$ cat src/rtl/lblf_pkg.sv
package lblf_pkg;
  localparam int LBL_W    = 8;
  localparam int N_LBL    = 8;
  localparam int LOAD_POS = 7;
  localparam int READ_POS = 1;
endpackage

$ cat src/rtl/lblf_ctl_edge.sv
module lblf_ctl_edge #(
  parameter int W        = 8,
  parameter int LOAD_POS = 7,
  parameter int READ_POS = 1
) (
  input  logic         clk,
  input  logic         rst_n,
  input  logic         ctl_wr_i,
  input  logic [W-1:0] ctl_wdata_i,
  input  logic         feature_sel_i,
  output logic         load_arm_o,
  output logic         read_arm_o,
  output logic         filt_en_o
);
  logic load_q, load_d;
  logic read_q, read_d;
  logic upd_en;

  assign upd_en = ctl_wr_i;

  always_comb begin
    load_d = load_q;
    read_d = read_q;
    if (upd_en) begin
      load_d = ctl_wdata_i[LOAD_POS];
      read_d = ctl_wdata_i[READ_POS];
    end
  end

  always_ff @(posedge clk or negedge rst_n) begin
    if (!rst_n) begin
      load_q <= 1'b0;
      read_q <= 1'b0;
    end else if (upd_en) begin
      load_q <= load_d;
      read_q <= read_d;
    end
  end

  assign load_arm_o = upd_en & ctl_wdata_i[LOAD_POS] & ~load_q;
  assign read_arm_o = upd_en & ctl_wdata_i[READ_POS] & ~read_q;
  assign filt_en_o  = load_q & feature_sel_i;


  read_rise_chk: assert property (@(posedge clk) disable iff (!rst_n)
    $rose(read_q) |-> $past(read_arm_o));
endmodule

$ cat src/rtl/lblf_seq.sv
module lblf_seq #(
  parameter int N = 8,
  localparam int IW = (N > 1) ? $clog2(N) : 1
) (
  input  logic          clk,
  input  logic          rst_n,
  input  logic          arm_i,
  input  logic          step_i,
  output logic          active_o,
  output logic [IW-1:0] idx_o
);
  localparam logic [IW-1:0] LAST = IW'(N - 1);

  logic          act_q, act_d;
  logic [IW-1:0] idx_q, idx_d;

  always_comb begin
    act_d = act_q;
    idx_d = idx_q;
    if (arm_i) begin
      act_d = 1'b1;
      idx_d = '0;
    end else if (step_i && act_q) begin
      if (idx_q == LAST) begin
        act_d = 1'b0;
        idx_d = '0;
      end else begin
        idx_d = idx_q + 1'b1;
      end
    end
  end

  always_ff @(posedge clk or negedge rst_n) begin
    if (!rst_n) begin
      act_q <= 1'b0;
      idx_q <= '0;
    end else begin
      act_q <= act_d;
      idx_q <= idx_d;
    end
  end

  assign active_o = act_q;
  assign idx_o    = idx_q;


  idx_range_chk: assert property (@(posedge clk) disable iff (!rst_n)
    act_q |-> (idx_q <= LAST));

  arm_restart_chk: assert property (@(posedge clk) disable iff (!rst_n)
    arm_i |=> (act_q && idx_q == '0));

  run_end_chk: assert property (@(posedge clk) disable iff (!rst_n)
    (act_q && step_i && !arm_i && idx_q == LAST) |=> !act_q);
endmodule

$ cat src/rtl/lblf_store.sv
module lblf_store #(
  parameter int W = 8,
  parameter int N = 8,
  localparam int IW = (N > 1) ? $clog2(N) : 1
) (
  input  logic          clk,
  input  logic          rst_n,
  input  logic          wr_en_i,
  input  logic [IW-1:0] wr_idx_i,
  input  logic [W-1:0]  wr_data_i,
  input  logic [IW-1:0] rd_idx_i,
  output logic [W-1:0]  rd_data_o,
  input  logic [W-1:0]  cmp_i,
  output logic          hit_o
);
  logic [W-1:0] lbl_q [N];
  logic [N-1:0] match;

  for (genvar g = 0; g < N; g++) begin : g_ent
    logic         ent_en;
    logic [W-1:0] ent_d;
    assign ent_en = wr_en_i && (wr_idx_i == IW'(g));
    assign ent_d  = ent_en ? wr_data_i : lbl_q[g];
    always_ff @(posedge clk or negedge rst_n) begin
      if (!rst_n)      lbl_q[g] <= '0;
      else if (ent_en) lbl_q[g] <= ent_d;
    end
    assign match[g] = (lbl_q[g] == cmp_i);
  end

  assign hit_o     = |match;
  assign rd_data_o = lbl_q[rd_idx_i];


  entry_write_chk: assert property (@(posedge clk) disable iff (!rst_n)
    wr_en_i |=> (lbl_q[$past(wr_idx_i)] == $past(wr_data_i)));
endmodule

$ cat src/rtl/label_match_filter.sv
module label_match_filter
  import lblf_pkg::*;
#(
  parameter int W = LBL_W,
  parameter int N = N_LBL,
  localparam int IW = (N > 1) ? $clog2(N) : 1
) (
  input  logic         clk,
  input  logic         rst_n,
  input  logic         feature_sel_i,
  input  logic         ctl_wr_i,
  input  logic [7:0]   ctl_wdata_i,
  input  logic         dat_wr_i,
  input  logic [W-1:0] dat_wdata_i,
  input  logic         dat_rd_i,
  output logic [W-1:0] dat_rdata_o,
  output logic         lbl_rd_sel_o,
  input  logic         rx_label_stb_i,
  input  logic [W-1:0] rx_label_i,
  output logic         accept_o
);
  logic          ld_arm, rd_arm, filt_en;
  logic          ld_act, rd_act;
  logic [IW-1:0] ld_idx, rd_idx;
  logic [W-1:0]  rd_data;
  logic          hit, hit_q, hit_d;
  logic          st_wr;

  lblf_ctl_edge #(.W(8), .LOAD_POS(LOAD_POS), .READ_POS(READ_POS)) u_ctl (
    .clk(clk), .rst_n(rst_n), .ctl_wr_i(ctl_wr_i), .ctl_wdata_i(ctl_wdata_i),
    .feature_sel_i(feature_sel_i), .load_arm_o(ld_arm), .read_arm_o(rd_arm),
    .filt_en_o(filt_en));

  lblf_seq #(.N(N)) u_ld_seq (
    .clk(clk), .rst_n(rst_n), .arm_i(ld_arm), .step_i(dat_wr_i),
    .active_o(ld_act), .idx_o(ld_idx));

  lblf_seq #(.N(N)) u_rd_seq (
    .clk(clk), .rst_n(rst_n), .arm_i(rd_arm), .step_i(dat_rd_i),
    .active_o(rd_act), .idx_o(rd_idx));

  assign st_wr = dat_wr_i & ld_act & ~ld_arm;

  lblf_store #(.W(W), .N(N)) u_store (
    .clk(clk), .rst_n(rst_n), .wr_en_i(st_wr), .wr_idx_i(ld_idx),
    .wr_data_i(dat_wdata_i), .rd_idx_i(rd_idx), .rd_data_o(rd_data),
    .cmp_i(rx_label_i), .hit_o(hit));

  always_comb begin
    hit_d = hit_q;
    if (rx_label_stb_i) hit_d = hit;
  end

  always_ff @(posedge clk or negedge rst_n) begin
    if (!rst_n)              hit_q <= 1'b0;
    else if (rx_label_stb_i) hit_q <= hit_d;
  end

  assign accept_o     = ~filt_en | (rx_label_stb_i ? hit : hit_q);
  assign lbl_rd_sel_o = rd_act;
  assign dat_rdata_o  = rd_act ? rd_data : '0;


  verdict_hold_chk: assert property (@(posedge clk) disable iff (!rst_n)
    (!rx_label_stb_i && filt_en && $past(filt_en) && $past(!rx_label_stb_i))
      |-> $stable(accept_o));

  pass_all_chk: assert property (@(posedge clk) disable iff (!rst_n)
    (!feature_sel_i) |-> accept_o);
endmodule

$ cat config.mk
export PLATFORM = sky130hd
export DESIGN_NAME = label_match_filter
export DESIGN_NICKNAME = d
export VERILOG_FILES = /design/src/rtl/lblf_pkg.sv /design/src/rtl/lblf_ctl_edge.sv /design/src/rtl/lblf_seq.sv /design/src/rtl/lblf_store.sv /design/src/rtl/label_match_filter.sv
export SDC_FILE = /design/constraint.sdc
export NUM_CORES = 1
export LEC_CHECK = 0
export ABC_AREA = 1
export CORE_UTILIZATION = 60
export DETAILED_ROUTE_END_ITERATION = 16
export DONT_BUFFER_PORTS = 1
export PLACE_DENSITY = 0.84
export REMOVE_ABC_BUFFERS = 1
export SLEW_MARGIN = 20
export SYNTH_ARGS = -nofsm -noshare
export SYNTH_HDL_FRONTEND = slang
export SYNTH_HIERARCHICAL = 1
export SYNTH_SLANG_ARGS = --single-unit
export TNS_END_PERCENT = 1
$ cat constraint.sdc
create_clock -name clk -period 1.88 [get_ports clk]
set_input_delay 0.188 -clock clk [delete_from_list [all_inputs] [get_ports clk]]
set_output_delay 0.188 -clock clk [all_outputs]
set_load 0.03 [all_outputs]
==> impl_metrics.csv <==
group,metric,value,unit
status,status,"complete, but fails checks",
status,violations,"hold timing, setup timing",
routing,route.detailed.drc,0,
logic_synthesis,yosys.area_share.simple,24.5,%
logic_synthesis,synthMuxAreaShare,0,%
sta,skew,12.1,ps
logic_synthesis,synth_top_area_cell,"dfrtp_1",
logic_synthesis,synth_enable_flop_cells,0,
routing,dr_wl_met3,944,um
cts,cts.clk_slew.worst_paths,80,ps
final_layout,finalInstanceArea,4970,um^2
routing,ant_nets,0,
floorplanning,die_y,88.0,um
placed_design,gp_congestion,0.977,
logic_synthesis,synth_area_leaders,"dfrtp_1, nand2_1, o21ai_0, xnor2_1, nor2_1",
floorplanning,initial_utilization,61.6,%
logic_synthesis,syn-cell-area,4440,um^2
worst_setup_path,cpPeakStageDelay,490,ps
cts,cts_tree,"done",
logic_synthesis,yosysUniqueCellTypes,19,
worst_setup_path,reg2reg_setup_slack,190,ps
routing,wl,11300,um
routing,met2_length,5280,um
power,power.density,1610,nW/um^2
sta,hold_slack,-487,ps
global_routing,grtUsageTotal,31.3,%
placed_design,dp.cells,693,
logic_synthesis,synth_ff_type,"dfrtp_1",
routing,num_vias,4007,
cts,cts.sinks,75,
sta,post-route-period-util,103,%
logic_synthesis,netlist_instances,607,
sta,period_minus_slack,1940,ps
final_layout,diodes,0,
sta,setup_viol_count_final,8,
global_routing,grt_pass1_vias,3725,
logic_synthesis,synth_compound_area_share,13.8,%
floorplanning,io_pins,41,
sta,hold_violations,75,
cts,h-tree-depth,3,
routing,via_per_inst,5.56,
cts,insertion_delay,360,ps
logic_synthesis,synth_top_family_by_area,"simple AND/OR/NAND/NOR gates",
worst_setup_path,critPathTopFamily,"flip-flops",
placed_design,hpwlAfterDp,7610,um
logic_synthesis,synth_top_area_share,42.3,%
final_layout,nets,652,
worst_setup_path,reg2regPathDepth,6,
routing,wire_per_inst,15.7,um
logic_synthesis,synthTopCellsByCount,"nand2_1, o21ai_0, dfrtp_1",
routing,met1_length,4680,um
min_path,hp-class,"in2async",
power,power.total,8.03,mW
global_routing,antenna_found_initial,0,
floorplanning,num_rows,31,
sta,worstMarginPinSlew,602,ps
worst_setup_path,path_cells,"inv_6 -> nor2_1 -> o21ai_0 -> a21oi_1 -> a31oi_1 -> nand2_1 -> inv_2",
cts,cts_buffer_depth,2,
floorplanning,core,7210,um^2
logic_synthesis,async_reset_ff_share,100,%
worst_setup_path,worstPathRequired,1690,ps
worst_setup_path,cp_max_fo,21,
worst_setup_path,crit_buf_inv,2,
sta,slew_headroom,59.8,%
final_layout,fin_cells,721,
logic_synthesis,synth_most_common_cell,"nand2_1",
worst_setup_path,criticalPathCategory,"reg2out",
global_routing,grt_pass1_wl,17800,um
logic_synthesis,synth_xor_area_share,10.1,%
sta,setup_tns,-262,ps
cts,cts_buffers,9,
cts,cts-hold-fix-buffers,12,
global_routing,grt_max_degree,76,
final_layout,drive_above_1_share,9.65,%
flow_run,maxCapViolCount,0,
logic_synthesis,ys_ff_latch,75,
routing,drt-pass1-iter-count,5,
final_layout,area_growth,12.0,%
worst_setup_path,crit-reg2reg-capture,"u_store/lbl_q[57]$_DFFE_PN0P_",
floorplanning,fp.dieW,88.0,um
worst_setup_path,critical_path_arrival,1750,ps
sta,setup_ws,-61.3,ps
sta,rsz0062_at_grt,"true",
sta,finalMaxSlewViolations,0,
worst_setup_path,timing.rr.start,"u_ctl/load_q$_DFFE_PN0P_",
final_layout,utilization,69.0,%
placed_design,placed_area,4530,um^2
power,ir_drop,722,uV
logic_synthesis,ys_seq_area_share,42.3,%
routing,top_layer,"met4",
logic_synthesis,avgSynthCellArea,7.32,um^2
floorplanning,dieArea,7750,um^2
cts,cts_root_buf,"clkbuf_8",
worst_setup_path,cp-end-kind,"output pin",
worst_setup_path,crit_path_start_kind,"flip-flop",
logic_synthesis,synthAdderAreaFrac,1.13,%
global_routing,overflow,0,
logic_synthesis,yosysWarningCount,6,
worst_setup_path,critPathSlowestCell,"dfrtp_2",
power,total_leakage_power,2.40,nW
placed_design,pre_cts_ws,208,ps
sta,timing.fmax,515,MHz
routing,drtIter0Drc,374,
placed_design,port_buffers,0,
==> state kept, by name, summed over array words and instances, names as in the netlist <==
register           cells
u_store/lbl_q         64
u_ctl/read_q           1
u_rd_seq/active_o      1
u_ld_seq/idx_o         3
u_rd_seq/idx_o         3
hit_q                  1
u_ctl/load_q           1
u_ld_seq/active_o      1
==> routing by layer <==
metal / vias up / global-route usage, %
li1: 1928 / -
met1: 1834 / 42.1
met2: 214 / 47.6
met3: 31 / 6.03
met4: 0 / 18.2
met5: - / 0
==> worst reg2reg max path: stages (launching register included) <==
cell     delay, ps
dfrtp_1        390
nor2_2          80
nor2_1         130
inv_1           60
nor2_2         140
nand2_1        400
o21ai_0        370
==> cell type report <==
type / count / area (um^2)
clock inverters: 4 / 95.1
multi-input cells: 453 / 2230
fillers: 586 / 2240
flip-flops and latches: 75 / 1880
inverters: 51 / 196
repair buffers: 27 / 285
clock buffers: 12 / 165
well taps: 99 / 124
==> worst max-delay path by stage <==
stage                                        startpoint             end  slack (ps)  cells past startpoint
final                     u_rd_seq/idx_o[0]$_DFFE_PN0P_  dat_rdata_o[2]         -60                      7
after global routing      u_store/lbl_q[53]$_DFFE_PN0P_        accept_o        -160                     11
after CTS                 u_rd_seq/idx_o[0]$_DFFE_PN0P_  dat_rdata_o[5]         -60                      8
after detailed placement  u_rd_seq/idx_o[0]$_DFFE_PN0P_  dat_rdata_o[7]         210                      7
after global placement    u_rd_seq/idx_o[0]$_DFFE_PN0P_  dat_rdata_o[6]         260                      7
after floorplan           u_rd_seq/idx_o[0]$_DFFE_PN0P_  dat_rdata_o[0]        -100                      7
==> cells by family (layout without fill, tap and decap cells) <==
family                   count (synthesis)  count (layout)
AND/OR/NAND/NOR                        278             278
AO/OA/AOI/OAI                          120             120
buffers and inverters                   79              94
flip-flops                              75              75
XOR/XNOR                                51              51
adder cells (fa/ha/maj)                  4               4
==> where the power goes <==
part           switching, mW  leakage (nW)  internal (mW)  total [mW]
Combinational           2.14          1.33           1.33        3.47
Sequential             0.724         0.940           2.27        2.99
Clock                  0.576         0.133          0.988        1.56
==> cell usage in the layout (no fill, tap or decap), drive strengths merged, types with 12 or more instances in the layout <==
cell and instances:
nand2 211, nand3 14, dlygate4sd3 12, xnor2 51, o21ai 95, nor2 52, dfrtp 75, buf 15
a21oi 17, inv 51, clkbuf 12
==> repair_timing <==
action / 4_1_cts / 5_1_grt
cloned: 0 / 0
endpoints found under the hold margin: 84 / 75
buffers inserted: 0 / 0
pin swaps: 0 / 1
gates resized for setup: 24 / 19
endpoints found under the setup margin: 9 / 9
Note: power is estimated with default switching activity, not from simulation.
